[src/rtl/jtag_tap_pkg.sv]
`timescale 1ns/1ps
package jtag_tap_pkg;

  localparam int IR_W   = 5;
  localparam int MFR_W  = 11;

  typedef enum logic [3:0] {
    ST_TLR, ST_RTI,
    ST_SEL_DR, ST_CAP_DR, ST_SH_DR, ST_EX1_DR, ST_PAU_DR, ST_EX2_DR, ST_UPD_DR,
    ST_SEL_IR, ST_CAP_IR, ST_SH_IR, ST_EX1_IR, ST_PAU_IR, ST_EX2_IR, ST_UPD_IR
  } tap_state_e;

  typedef enum logic [1:0] {
    SRC_BYPASS, SRC_IDENT, SRC_BOUNDARY
  } dr_src_e;

  localparam logic [IR_W-1:0] OP_EXTEST   = 5'b00000;
  localparam logic [IR_W-1:0] OP_SAMPLE   = 5'b00001;
  localparam logic [IR_W-1:0] OP_INTEST   = 5'b00010;
  localparam logic [IR_W-1:0] OP_IDCODE   = 5'b00100;
  localparam logic [IR_W-1:0] OP_HIGHZ    = 5'b01110;
  localparam logic [IR_W-1:0] OP_CLAMP    = 5'b01111;
  localparam logic [IR_W-1:0] OP_BYPASS   = 5'b11111;

  localparam logic [IR_W-1:0]  IR_CAPTURE = 5'b00001;
  localparam logic [MFR_W-1:0] MFR_CODE   = 11'b00000101111;

endpackage

[src/rtl/jtag_rst_sync.sv]
`timescale 1ns/1ps
module jtag_rst_sync #(
  parameter int STAGES = 2
) (
  input  logic clk,
  input  logic arst_n,
  output logic rst_n
);
  logic [STAGES-1:0] sync_q;

  always_ff @(posedge clk or negedge arst_n) begin
    if (!arst_n) sync_q <= '0;
    else         sync_q <= {sync_q[STAGES-2:0], 1'b1};
  end

  assign rst_n = sync_q[STAGES-1];
endmodule

[src/rtl/jtag_tap_fsm.sv]
`timescale 1ns/1ps
module jtag_tap_fsm
  import jtag_tap_pkg::*;
(
  input  logic       tck,
  input  logic       rst_n,
  input  logic       tms,
  output tap_state_e state
);
  tap_state_e state_d;

  always_comb begin
    state_d = state;
    unique case (state)
      ST_TLR:    state_d = tms ? ST_TLR    : ST_RTI;
      ST_RTI:    state_d = tms ? ST_SEL_DR : ST_RTI;
      ST_SEL_DR: state_d = tms ? ST_SEL_IR : ST_CAP_DR;
      ST_CAP_DR: state_d = tms ? ST_EX1_DR : ST_SH_DR;
      ST_SH_DR:  state_d = tms ? ST_EX1_DR : ST_SH_DR;
      ST_EX1_DR: state_d = tms ? ST_UPD_DR : ST_PAU_DR;
      ST_PAU_DR: state_d = tms ? ST_EX2_DR : ST_PAU_DR;
      ST_EX2_DR: state_d = tms ? ST_UPD_DR : ST_SH_DR;
      ST_UPD_DR: state_d = tms ? ST_SEL_DR : ST_RTI;
      ST_SEL_IR: state_d = tms ? ST_TLR    : ST_CAP_IR;
      ST_CAP_IR: state_d = tms ? ST_EX1_IR : ST_SH_IR;
      ST_SH_IR:  state_d = tms ? ST_EX1_IR : ST_SH_IR;
      ST_EX1_IR: state_d = tms ? ST_UPD_IR : ST_PAU_IR;
      ST_PAU_IR: state_d = tms ? ST_EX2_IR : ST_PAU_IR;
      ST_EX2_IR: state_d = tms ? ST_UPD_IR : ST_SH_IR;
      ST_UPD_IR: state_d = tms ? ST_SEL_DR : ST_RTI;
      default:   state_d = ST_TLR;
    endcase
  end

  always_ff @(posedge tck or negedge rst_n) begin
    if (!rst_n) state <= ST_TLR;
    else        state <= state_d;
  end
endmodule

[src/rtl/jtag_ir_decode.sv]
`timescale 1ns/1ps
module jtag_ir_decode
  import jtag_tap_pkg::*;
(
  input  logic            tck,
  input  logic            rst_n,
  input  tap_state_e      state,
  input  logic            tdi,
  output logic [IR_W-1:0] ir_sr,
  output logic [IR_W-1:0] ir_q,
  output logic            ir_so,
  output dr_src_e         dr_src,
  output logic            test_mode,
  output logic            highz
);
  logic            sr_en;
  logic [IR_W-1:0] sr_d;
  logic            ir_en;
  logic [IR_W-1:0] ir_d;

  always_comb begin
    sr_en = 1'b0;
    sr_d  = ir_sr;
    if (state == ST_CAP_IR) begin
      sr_en = 1'b1;
      sr_d  = IR_CAPTURE;
    end else if (state == ST_SH_IR) begin
      sr_en = 1'b1;
      sr_d  = {tdi, ir_sr[IR_W-1:1]};
    end
  end

  always_comb begin
    ir_en = 1'b0;
    ir_d  = ir_q;
    if (state == ST_TLR) begin
      ir_en = 1'b1;
      ir_d  = OP_IDCODE;
    end else if (state == ST_UPD_IR) begin
      ir_en = 1'b1;
      ir_d  = ir_sr;
    end
  end

  always_ff @(posedge tck or negedge rst_n) begin
    if (!rst_n)     ir_sr <= IR_CAPTURE;
    else if (sr_en) ir_sr <= sr_d;
  end

  always_ff @(posedge tck or negedge rst_n) begin
    if (!rst_n)     ir_q <= OP_IDCODE;
    else if (ir_en) ir_q <= ir_d;
  end

  assign ir_so = ir_sr[0];

  always_comb begin
    dr_src    = SRC_BYPASS;
    test_mode = 1'b0;
    highz     = 1'b0;
    unique case (ir_q)
      OP_EXTEST: begin dr_src = SRC_BOUNDARY; test_mode = 1'b1; end
      OP_SAMPLE: begin dr_src = SRC_BOUNDARY; end
      OP_INTEST: begin dr_src = SRC_BOUNDARY; test_mode = 1'b1; end
      OP_IDCODE: begin dr_src = SRC_IDENT; end
      OP_HIGHZ:  begin highz = 1'b1; end
      OP_CLAMP:  begin test_mode = 1'b1; end
      default:   begin dr_src = SRC_BYPASS; end
    endcase
  end
endmodule

[src/rtl/jtag_dr_path.sv]
`timescale 1ns/1ps
module jtag_dr_path
  import jtag_tap_pkg::*;
#(
  parameter int                  ID_VER_W   = 4,
  parameter int                  ID_PART_W  = 16,
  parameter logic [ID_VER_W-1:0]  ID_VERSION = '0,
  parameter logic [ID_PART_W-1:0] ID_PART    = '0
) (
  input  logic       tck,
  input  logic       rst_n,
  input  tap_state_e state,
  input  logic       tdi,
  input  dr_src_e    dr_src,
  input  logic       bnd_so,
  output logic       byp_q,
  output logic       dr_so
);
  localparam int ID_W = ID_VER_W + ID_PART_W + MFR_W + 1;
  localparam logic [ID_W-1:0] ID_VALUE = {ID_VERSION, ID_PART, MFR_CODE, 1'b1};

  logic            cap_en;
  logic            sh_en;
  logic            byp_en;
  logic            byp_d;
  logic            id_en;
  logic [ID_W-1:0] id_d;
  logic [ID_W-1:0] id_sr;

  assign cap_en = (state == ST_CAP_DR);
  assign sh_en  = (state == ST_SH_DR);

  always_comb begin
    byp_en = 1'b0;
    byp_d  = byp_q;
    if (dr_src == SRC_BYPASS) begin
      if (cap_en) begin
        byp_en = 1'b1;
        byp_d  = 1'b0;
      end else if (sh_en) begin
        byp_en = 1'b1;
        byp_d  = tdi;
      end
    end
  end

  always_comb begin
    id_en = 1'b0;
    id_d  = id_sr;
    if (dr_src == SRC_IDENT) begin
      if (cap_en) begin
        id_en = 1'b1;
        id_d  = ID_VALUE;
      end else if (sh_en) begin
        id_en = 1'b1;
        id_d  = {tdi, id_sr[ID_W-1:1]};
      end
    end
  end

  always_ff @(posedge tck or negedge rst_n) begin
    if (!rst_n)      byp_q <= 1'b0;
    else if (byp_en) byp_q <= byp_d;
  end

  always_ff @(posedge tck or negedge rst_n) begin
    if (!rst_n)     id_sr <= '0;
    else if (id_en) id_sr <= id_d;
  end

  always_comb begin
    unique case (dr_src)
      SRC_IDENT:    dr_so = id_sr[0];
      SRC_BOUNDARY: dr_so = bnd_so;
      default:      dr_so = byp_q;
    endcase
  end
endmodule

[src/rtl/jtag_tap_ctrl.sv]
`timescale 1ns/1ps
module jtag_tap_ctrl
  import jtag_tap_pkg::*;
#(
  parameter int                   RST_STAGES = 2,
  parameter int                   ID_VER_W   = 4,
  parameter int                   ID_PART_W  = 16,
  parameter logic [ID_VER_W-1:0]  ID_VERSION = 4'h1,
  parameter logic [ID_PART_W-1:0] ID_PART    = 16'h0F2A
) (
  input  logic tck,
  input  logic trst_n,
  input  logic tms,
  input  logic tdi,
  input  logic bnd_so,
  output logic tdo,
  output logic tdo_oe,
  output logic bnd_sel,
  output logic bnd_test_mode,
  output logic bnd_highz,
  output logic bnd_capture,
  output logic bnd_shift,
  output logic bnd_update
);
  logic            rst_n;
  tap_state_e      state;
  logic [IR_W-1:0] ir_sr;
  logic [IR_W-1:0] ir_q;
  logic            ir_so;
  dr_src_e         dr_src;
  logic            byp_q;
  logic            dr_so;
  logic            tdo_d;
  logic            oe_d;

  jtag_rst_sync #(.STAGES(RST_STAGES)) u_rst (
    .clk(tck), .arst_n(trst_n), .rst_n(rst_n)
  );

  jtag_tap_fsm u_fsm (
    .tck(tck), .rst_n(rst_n), .tms(tms), .state(state)
  );

  jtag_ir_decode u_ir (
    .tck(tck), .rst_n(rst_n), .state(state), .tdi(tdi),
    .ir_sr(ir_sr), .ir_q(ir_q), .ir_so(ir_so), .dr_src(dr_src),
    .test_mode(bnd_test_mode), .highz(bnd_highz)
  );

  jtag_dr_path #(
    .ID_VER_W(ID_VER_W), .ID_PART_W(ID_PART_W),
    .ID_VERSION(ID_VERSION), .ID_PART(ID_PART)
  ) u_dr (
    .tck(tck), .rst_n(rst_n), .state(state), .tdi(tdi),
    .dr_src(dr_src), .bnd_so(bnd_so), .byp_q(byp_q), .dr_so(dr_so)
  );

  assign bnd_sel     = (dr_src == SRC_BOUNDARY);
  assign bnd_capture = bnd_sel && (state == ST_CAP_DR);
  assign bnd_shift   = bnd_sel && (state == ST_SH_DR);
  assign bnd_update  = bnd_sel && (state == ST_UPD_DR);

  assign tdo_d = (state == ST_SH_IR) ? ir_so : dr_so;
  assign oe_d  = (state == ST_SH_IR) || (state == ST_SH_DR);

  always_ff @(negedge tck or negedge rst_n) begin
    if (!rst_n) begin
      tdo    <= 1'b0;
      tdo_oe <= 1'b0;
    end else begin
      tdo    <= tdo_d;
      tdo_oe <= oe_d;
    end
  end
endmodule

[config.mk]
export PLATFORM = sky130hd
export DESIGN_NAME = jtag_tap_ctrl
export DESIGN_NICKNAME = d
export VERILOG_FILES = /design/src/rtl/jtag_tap_pkg.sv /design/src/rtl/jtag_rst_sync.sv /design/src/rtl/jtag_tap_fsm.sv /design/src/rtl/jtag_ir_decode.sv /design/src/rtl/jtag_dr_path.sv /design/src/rtl/jtag_tap_ctrl.sv
export SDC_FILE = /design/constraint.sdc
export NUM_CORES = 1
export LEC_CHECK = 0
export CAP_MARGIN = 20
export CORE_MARGIN = 2
export CORE_UTILIZATION = 25
export DETAILED_ROUTE_END_ITERATION = 6
export HOLD_SLACK_MARGIN = 0.1
export PLACE_DENSITY = 0.37
export SLEW_MARGIN = 5
export SYNTH_ARGS = -nofsm -noshare
export SYNTH_HDL_FRONTEND = slang
export SYNTH_SLANG_ARGS = --single-unit
[constraint.sdc]
create_clock -name tck -period 1.89 [get_ports tck]
set_input_delay 0.2835 -clock tck [delete_from_list [all_inputs] [get_ports tck]]
set_output_delay 0.2835 -clock tck [all_outputs]
set_load 0.02 [all_outputs]
Word-level counts from Yosys, hierarchy flattened
Index checks and enable logic that the tools add are counted.

Input port bits: 5. Output and inout bits: 8. Logic and storage cells: 83. Flip-flop bits (word level): 51.

Muxes and demuxes: 34. Equality and inequality tests: 22. Reduce and logical (&&, ||, !) cells: 19.

Operator list (number): $mux W32 (2); $pmux W4 S12 (1); $eq A4 B4 Y1 const B (8); $mux W5 (4); $eq A4 B3 Y1 const B (4); $mux W1 (16); $mux W4 (4); $eq A5 B4 Y1 const B (2); $reduce_or A3 Y1 (3); $eq A4 B2 Y1 const B (2); $mux W2 (3); $mux W3 (2); $reduce_and A3 Y1 (2); $reduce_bool A2 Y1 (3); $eq A5 B1 Y1 const B (1); $eq A5 B2 Y1 const B (1); $eq A5 B3 Y1 const B (1); $logic_not A5 Y1 (1); $eq A4 B1 Y1 const B (1); $logic_not A4 Y1 (1); $pmux W2 S2 (1); $reduce_and A2 Y1 (2); $reduce_or A2 Y1 (2); $logic_and A1 B1 Y1 (3); other kinds (5) (5).

Longest topological paths before layout
Gate-level depths: netlist of the first run.

Word-level depth: 6. Mapped depth: 9. Gate-level depth less buffers: 7.

Modules after synthesis
Synthesis of the first run repeated with hierarchy kept, for this count alone.

Cell total of the unflattened synthesis: 240. Area, all modules: 2598.7 um^2.

Modules (own cells, without submodules): jtag_dr_path (sequential area each 825.8 um^2, times used 1, cells an instance 131, area an instance 1619.1 um^2); jtag_ir_decode (sequential area each 252.7 um^2, times used 1, cells an instance 56, area an instance 490.5 um^2); jtag_tap_fsm (sequential area each 100.1 um^2, times used 1, cells an instance 37, area an instance 314.1 um^2); jtag_tap_ctrl (sequential area each 50.0 um^2, times used 1, cells an instance 13, area an instance 121.4 um^2); jtag_rst_sync (sequential area each 50.0 um^2, times used 1, cells an instance 3, area an instance 53.8 um^2).

==> impl_results.md, run 1 <==
* Net Sw Frac at 37.2%
* Die X-Extent at 99.0 um
* Initial DRC Count at between 60 and 70
* DIE HEIGHT at just under 100 um
* Worst Clk Skew at 0.00729 ns
* Synth unique cells at 50
* Gr usage total at 12.0%
* Highest-count cells in the layout ignoring fill and taps: dfrtp_1 (46), buf_4 (26), a22o_1 (18)
* Share of layout cells above drive strength 1 at 31.9%
* Seq/Total Area, Yosys at 56.7%
* Port-buffer cells at 12
* First drt pass iteration count at 4
* Post-synth EDFFs at 0
* GR Overflow Total at 0
* Gpl congestion at 0.917
* Failing checks: setup timing
* Initial Utilization at 25.9%
* Antenna viol nets, final at 0
* DR vias/cell at roughly 4.8
* Ant diodes at 0
* Max cap viols at 0
* Setup violators final at 40
* Pwr Total at 5.16 mW
* Worst Setup End Kind: flip-flop
* Multi-input gate area at 0.00102 mm^2
* Num ports at 13
* Synth Register Bits at 51
* CTS tree: yes
* DP Wirelength at 3640 um
* TritonCTS buffer count at 5
* Area delta synth->final at 33.1%
* VDD IR-drop max at 0.000581 V
* Leak Pwr at 1.29 nW
* Unrepaired setup endpoints after global routing: true
* Actual slew at the worst max-slew pin at 0.697 ns
* Sequential group share of total power at approximately a third
* Switching Power at 1.92 mW
* Final hold violation count at 0
* First-pass GRT wire length at 9400 um
* Final slew viol count at 0
* Skew-Pair Late Insertion Delay at 0.30 ns
* Final hold slack at about 0.097 ns
* Wire per inst at ~16 um
* Clock power frac at 14.7%
* Total Die Area at 0.00980 mm^2
* Internal at 3.24 mW
* Relative slew slack at 53.5%
* Leading cell type in the layout, fill and taps excluded: dfrtp_1
* Vias at 1677
* Mean Syn Cell Area at 11.6 um^2
* Initial antenna violation count at 0
* Htree depth at 2
* Hold buffer count at cts at 0
* Combinational Power Share at approximately half
* DR DRC count at 0
* DRT Wirelength at 5510 um
* Final nets at 245
* Cell count after synthesis at 195
* Setup TNS at -15.73 ns
* Ys flop type: dfrtp_1
* Combined flip-flop and latch cell area at between 0.001 and 0.0015 mm^2
* Post-Syn Nets at ~200
* CP max FO at 2
* Clk pin slew, worst setup/hold paths at roughly 0.09 ns
* Core Area at 0.00872 mm^2
* Final WS setup at -1.02 ns
* Power Dens Cells at 1720 mW/mm^2
* Arr. time, crit path at 2.12 ns
* Clock sinks at a little over 50
* Max Buffers Root-to-Sink at 2
* Mapped Area at approximately 0.0023 mm^2
* Critical path data required time at approximately 1.1 ns
* FFs w/ async S/R, synth at 100%
* Rows at 34
* YS warnings at 0
* Hold Path Class: flip-flop to async pin
* Status: complete, but fails checks
* Largest net degree at the start of global routing at 31
* Filler instances at 857
* WS Path Type: flip-flop to flip-flop
* Vias in the first global route at 1852
* Clock root cell: clkbuf_8
* Critical path launch point type: flip-flop
[stage by stage]
step	cell area (um^2)	util [%]	instances	worst slack, ns
2_1_floorplan	2320	-	195	-1.05
3_3_place_gp	2710	31.1	329	-1.00
3_5_place_dp	2710	31.1	329	-1.06
4_1_cts	2970	34.1	344	-1.04
5_1_grt	3010	34.5	346	-1.07
6_report	3010	34.5	346	-1.02
[worst max-delay path: stages (launching register included)]
cell      delay, ns
dfstp_2        0.55
nand2b_1       0.07
or4_4          0.44
ha_4           0.26
a221oi_2       0.17
a21oi_1        0.07
mux2_4         0.25
[flip-flops by register name, indices dropped and copies added, names as in the netlist]
register	cells
tdo_oe	1
u_dr.byp_q	1
tdo	1
u_ir.ir_sr	5
u_fsm.state	4
u_dr.id_sr	32
u_ir.ir_q	5
u_rst.sync_q	2
[path summary, 6_finish.rpt]
check	start	cells past startpoint	to	slack (ns)
setup / recovery	u_ir.ir_q[2]	6	tdo	-1.02
hold / removal	u_rst.sync_q[1]	0	u_dr.id_sr[1]	0.1
setup reg to reg	u_ir.ir_q[2]	6	tdo	-1.02
hold reg to reg	u_rst.sync_q[1]	0	u_dr.id_sr[1]	0.1
max in group asynchronous	u_rst.sync_q[1]	0	tdo_oe	0.76
min in group tck	u_rst.sync_q[0]	0	u_rst.sync_q[1]	0.36
[cells by family after synthesis]
logic type	synth area share [%]
AO/OA/AOI/OAI	22.5
flip-flops	56.7
AND/OR/NAND/NOR	13.5
buffers and inverters	4.71
adder cells (fa/ha/maj)	1.66
other	0.166
XOR/XNOR	0.388
multiplexers	0.499
[Yosys cell counts (all sizes together) (2+ instances only)]
cell    instances  area, um^2
ha              3        37.5
inv             7        26.3
dfrtp          47        1180
nor3            2        10.0
a22o           18         158
a211oi          2        15.0
and3            2        12.5
nor2            6        22.5
nand3           3        15.0
nand3b          2        15.0
nand4           2        12.5
nor2b           4        27.5
o22a           14         123
o22ai           4        25.0
and2            3        18.8
o21ai          10        61.3
buf            11        72.6
nor3b           3        33.8
a21oi          10        50.1
nand2b          3        18.8
dfstp           2        52.6
dfrtn           2        50.1
clkbuf          2        7.51
nand2          13        48.8
or3             2        12.5
[power groups by stage]
stage	sequential (mW)	clock, mW	combinational [mW]
after floorplan	1.79	0	1.46
final	1.77	0.756	2.63
after global placement	1.77	0	2.11
after detailed placement	1.78	0	2.18
after CTS	1.76	0.789	2.60
after global routing	1.82	0.846	2.85
[cell type report]
class / instances / share of cell area [%]
flip-flops and latches: 51 / 42.6
repair buffers: 45 / 14.5
multi-input cells: 127 / 33.8
inverters: 7 / 0.874
clock buffers: 5 / 2.29
clock inverters: 3 / 1.46
well taps: 108 / 4.50
[layer usage]
layer	vias up	global-route usage [%]	part of all wire [%]
met3	7	2.34	3.2
met2	36	21.3	53
met1	832	15.2	43
li1	802	-	-
met4	0	2.85	1.3
met5	-	0	0
[repair_timing]
item	4_1_cts	5_1_grt
pin swaps	2	0
setup endpoints to repair	42	41
resized for setup	63	5
setup buffers	3	2
gates cloned	4	0
(Power assumes the default switching activity.)
==> run 2: changes to the inputs <==
--- a/config.mk
+++ b/config.mk
@@ -7,10 +7,10 @@
 export LEC_CHECK = 0
 export CAP_MARGIN = 20
 export CORE_MARGIN = 2
-export CORE_UTILIZATION = 25
+export CORE_UTILIZATION = 58
 export DETAILED_ROUTE_END_ITERATION = 6
 export HOLD_SLACK_MARGIN = 0.1
-export PLACE_DENSITY = 0.37
+export PLACE_DENSITY = 0.75
 export SLEW_MARGIN = 5
 export SYNTH_ARGS = -nofsm -noshare
 export SYNTH_HDL_FRONTEND = slang
==> run 2 against run 1 <==
  * The flow still finishes with violations (setup timing)
  * Clock power shrank 12%
  * Largest cell class unchanged
  * Final area shrank 1.4%
  * Non-clock buffer count is 3 higher
  * Critical path type unchanged
  * Sequential power is essentially flat
==> impl_results.md, run 2 (synthesized netlist as in run 1, its figures left out) <==
* Status: complete, but fails checks
* Failing checks: setup timing
* Worst Clk Skew at 0.00536 ns
* Htree depth at 2
* First-pass GRT wire length at 9050 um
* Critical path data required time at 1.10 ns
* Setup violators final at 40
* CP max FO at 2
* GR Overflow Total at 0
* Skew-Pair Late Insertion Delay at 0.31 ns
* Vias in the first global route at around 1.8k
* Ant diodes at 0
* Final nets at 249
* Slowest stage delay, CP at between 0.5 and 0.6 ns
* Rows at 22
* Highest-count cells in the layout ignoring fill and taps: dfrtp_1 (46), buf_4 (27), a22o_1 (18)
* DP Wirelength at roughly 3300 um
* Dpl ws at -1.06 ns
* Register name with the most flops: u_dr.id_sr
* Critical path startpoint: u_ir.ir_q[2]
* Initial antenna violation count at 0
* Unrepaired setup endpoints after global routing: true
* R2r setup slk at -1.01 ns
* Area delta synth->final at 31.3%
* TritonCTS buffer count at 5
* Die X-Extent at 66.4 um
* Total Die Area at 0.00441 mm^2
* CTS tree: yes
* WS Path Type: flip-flop to flip-flop
* Worst path cell trace: nand2b_1 -> or4_4 -> ha_4 -> a221oi_2 -> a21oi_1 -> mux2_4
* Num ports at 13
* Antenna viol nets, final at 0
* DIE HEIGHT at roughly 66 um
* Reg-to-Reg Start: u_ir.ir_q[2]
* Initial Utilization at between 60% and 70%
* VDD IR-drop max at 0.000983 V
* Relative slew slack at around 46%
* Clock root cell: clkbuf_8
* DR DRC count at 0
* Reg2reg end: tdo
* Final slew viol count at 0
* Port-buffer cells at 12
* Final WS setup at -1.01 ns
* DRT Wirelength at ~5500 um
* CP endpoint: tdo
* Leading cell type in the layout, fill and taps excluded: dfrtp_1
* Non-Filler Instances at 290
* Gr usage total at between 20% and 30%
* Critical path launch point type: flip-flop
* Actual slew at the worst max-slew pin at 0.805 ns
* Largest register FFs at 32
* Power Dens Cells at 1770 mW/mm^2
* Arr. time, crit path at about 2.1 ns
* Share of layout cells above drive strength 1 at 32.6%
* Wire per inst at 18.9 um
* Initial DRC Count at 150
* Final hold violation count at 0
* Hold Path Class: input pin to async pin
* Clock sinks at 51
* Crit-path slowest cell: dfstp_2
* Biggest regs: u_dr.id_sr x32, u_ir.ir_q x5, u_ir.ir_sr x5
* Largest net degree at the start of global routing at 33
* Placed instance count at 269
* Max cap viols at 0
* Vias at around 1.8k
* Leak Pwr at 1.30 nW
* R2R depth at 6
* Worst Setup End Kind: flip-flop
* Max Buffers Root-to-Sink at 2
* DR vias/cell at 6.17
* First drt pass iteration count at 4
* Clk pin slew, worst setup/hold paths at 0.09 ns
* Gpl congestion at 0.873
* Core Area at 0.00369 mm^2
-- run 2: metal layers --
metal	GRT usage [%]	up-vias	part of all wire, %
met1	35.5	901	43
met2	46.1	56	51
met5	0	-	0
li1	-	815	-
met4	10.5	0	2.8
met3	6.98	18	3.8
-- run 2: how the worst min path moves through the flow --
stage / start / to / slack [ns]
floorplan: trst_n / u_rst.sync_q[0] / -0.01
global placement: u_rst.sync_q[1] / u_dr.byp_q / 0.07
detailed placement: u_rst.sync_q[1] / u_dr.byp_q / 0.07
CTS: trst_n / u_rst.sync_q[1] / 0.13
global route: trst_n / u_rst.sync_q[1] / 0.12
finish: trst_n / u_rst.sync_q[1] / 0.12
-- run 2: per-stage QoR --
step | total power [mW] | hold slack (ns) | area (um^2) | util, % | TNS [ns]
6_report | 5.25 | 0.124 | 2960 | 80.4 | -17.49
5_1_grt | 5.55 | 0.121 | 2960 | 80.4 | -19.79
4_1_cts | 5.02 | 0.126 | 2880 | 78.2 | -18.26
3_5_place_dp | 3.90 | 0.0679 | 2630 | 71.4 | -15.09
3_3_place_gp | 3.75 | 0.0692 | 2630 | 71.4 | -11.58
2_1_floorplan | 3.25 | -0.0121 | 2320 | - | -5.91
-- run 2: repair_timing --
item | in CTS | in global routing
pin swaps | 1 | 2
resized for setup | 50 | 21
hold buffers | 1 | 0
hold endpoints to repair | 1 | 0
setup buffers | 7 | 2
endpoints found under the setup margin | 42 | 43
cloned | 4 | 1
-- run 2: worst max-delay path: cells and delay by family, from the launching register on --
family          cells  cell delay [ns]
flops               1             0.54
simple gates        2             0.52
fa+ha+maj           1             0.26
mux                 1             0.26
compound gates      2             0.22
-- run 2: cell type report --
class,count,area [um^2]
clock buffer,6,82.6
clock inverter,2,16.3
fill,214,724
inverter,7,28.8
multi-input combinational,128,1040
sequential,51,1280
tap,48,60.1
timing repair buffer,48,460
-- run 2: power breakdown --
group / switching (mW) / leakage, nW / internal, mW
logic: 1.37 / 0.632 / 1.43
clock network: 0.365 / 0.0474 / 0.299
registers: 0.280 / 0.622 / 1.51
total: 2.01 / 1.30 / 3.24
==> run 3: changes to the inputs <==
--- a/config.mk
+++ b/config.mk
@@ -10,8 +10,9 @@
 export CORE_UTILIZATION = 58
 export DETAILED_ROUTE_END_ITERATION = 6
 export HOLD_SLACK_MARGIN = 0.1
+export MAX_ROUTING_LAYER = met4
 export PLACE_DENSITY = 0.75
-export SLEW_MARGIN = 5
+export SKIP_CTS_REPAIR_TIMING = 1
 export SYNTH_ARGS = -nofsm -noshare
 export SYNTH_HDL_FRONTEND = slang
 export SYNTH_SLANG_ARGS = --single-unit
==> run 3 against run 2 <==
  * The run still ends with setup timing left
  * Non-clock buffer count decreased by 4
  * Sequential cell count unchanged
  * Wire length decreased by 8.0%
  * Global-route usage decreased by 3.6 points
  * Cell count decreased by 2.4%
==> impl_results.md, run 3 (synthesized netlist as in run 1, its figures left out) <==
* Wire per inst at 17.8 um
* DR DRC count at 0
* Hold Path Class: flip-flop to async pin
* Max Buffers Root-to-Sink at 2
* Leak Pwr at 1.28 nW
* Setup TNS at -18.50 ns
* Vias at 1727
* Final nets at 242
* Dpl ws at -1.06 ns
* WS Path Type: flip-flop to flip-flop
* Relative slew slack at 66.4%
* Met3 GRT Util at 4.94%
* Setup violators final at 41
* DIE HEIGHT at 66.4 um
* DP Wirelength at 3290 um
* Slowest stage delay, CP at 0.54 ns
* CP max FO at 2
* DRT Wirelength at a little over 5000 um
* Worst Setup End Kind: flip-flop
* Reg-to-Reg Start: u_ir.ir_q[2]
* Gr usage total at 24.3%
* DR vias/cell at 6.10
* Critical path data required time at 1.09 ns
* Core Area at 0.00369 mm^2
* Initial Utilization at between 60% and 70%
* Placed instance count at 269
* Actual slew at the worst max-slew pin at between 0.5 and 0.6 ns
* Worst Clk Skew at 0.00620 ns
* Pwr Total at 4.89 mW
* Vias in the first global route at between 1.5k and 2k
* Share of layout cells above drive strength 1 at 30.2%
* Worst path cell trace: nand2b_1 -> or4_4 -> ha_4 -> a221oi_2 -> a21oi_1 -> mux2_4
* Status: complete, but fails checks
* Clk pin slew, worst setup/hold paths at 0.09 ns
* VDD IR-drop max at 0.000967 V
* Power Dens Cells at 1710 mW/mm^2
* Ant diodes at 0
* Initial antenna violation count at 0
* First-pass GRT wire length at 7800 um
* Leading cell type in the layout, fill and taps excluded: dfrtp_1
* Final WS setup at -1.03 ns
* Non-Filler Instances at 283
* Max cap viols at 0
* Register name with the most flops: u_dr.id_sr
* Port-buffer cells at 12
* Skew-Pair Late Insertion Delay at 0.30 ns
* Clock root cell: clkbuf_8
* Rows at 22
* Num ports at 13
* Area delta synth->final at 26.8%
* Unrepaired setup endpoints after global routing: true
* Largest net degree at the start of global routing at 33
* Arr. time, crit path at 2.12 ns
* Met2 usage at 39.3%
* Crit-path slowest cell: dfstp_2
* Die X-Extent at 66.4 um
* First drt pass iteration count at 4
* R2R depth at 6
* GR Overflow Total at 0
* Critical path launch point type: flip-flop
* Gpl congestion at a little under 0.9
* Largest register FFs at 32
* CTS tree: yes
* Antenna viol nets, final at 0
* Clock sinks at 51
* Failing checks: setup timing
* Met1 usage at 30.4%
* Gr busiest metal: met2
* Initial DRC Count at 170
* Final hold violation count at 0
* Htree depth at 2
* Total Die Area at ~0.0044 mm^2
* R2r setup slk at -1.03 ns
* Biggest regs: u_dr.id_sr x32, u_ir.ir_q x5, u_ir.ir_sr x5
* Reg2reg end: tdo
* Final slew viol count at 0
* TritonCTS buffer count at 5
* Highest-count cells in the layout ignoring fill and taps: dfrtp_1 (46), buf_4 (25), a22o_1 (18)
[run 3: area by class of cell]
type	instances	area (um^2)
Clock buffer	6	82.6
Clock inverter	2	16.3
Fill cell	244	826
Inverter	7	26.3
Multi-Input combinational cell	125	968
Sequential cell	51	1280
Tap cell	48	60.1
Timing Repair Buffer	44	429
[run 3: critical path, delay by kind of cell (launching register included)]
family                   cells  cell delay [ns]
flip-flops                   1             0.54
multiplexers                 1             0.26
AO/OA/AOI/OAI                2             0.24
adder cells (fa/ha/maj)      1             0.26
AND/OR/NAND/NOR              2             0.52
[run 3: worst max-delay path by stage]
stage / from / end / slack (ns)
after floorplan: u_ir.ir_q[2] / tdo / -1.05
after global placement: u_ir.ir_q[2] / tdo / -0.99
after detailed placement: u_ir.ir_q[2] / tdo / -1.06
after CTS: u_ir.ir_q[2] / tdo / -1.08
after global routing: u_ir.ir_q[2] / tdo / -1.10
final: u_ir.ir_q[2] / tdo / -1.03
[run 3: report_power, final]
part           switching [mW]  total [mW]  internal, mW
sequential              0.273        1.79          1.51
combinational            1.17        2.45          1.28
clock                   0.352       0.651         0.299
total                    1.80        4.89          3.09
[run 3: layer usage]
metal  routed length [um]  up-vias
met5                    0        -
met4                   43        0
met3                  194        4
met2                 2650       41
met1                 2160      884
li1                     -      798
[run 3: per-stage QoR]
step	instance area, um^2	utilization (%)	hold slack (ns)
final	2860	77.6	0.0891
after global routing	2860	77.6	0.110
after CTS	2730	74.1	0.0871
after detailed placement	2630	71.4	0.0679
after global placement	2630	71.4	0.0692
after floorplan	2320	-	-0.0121
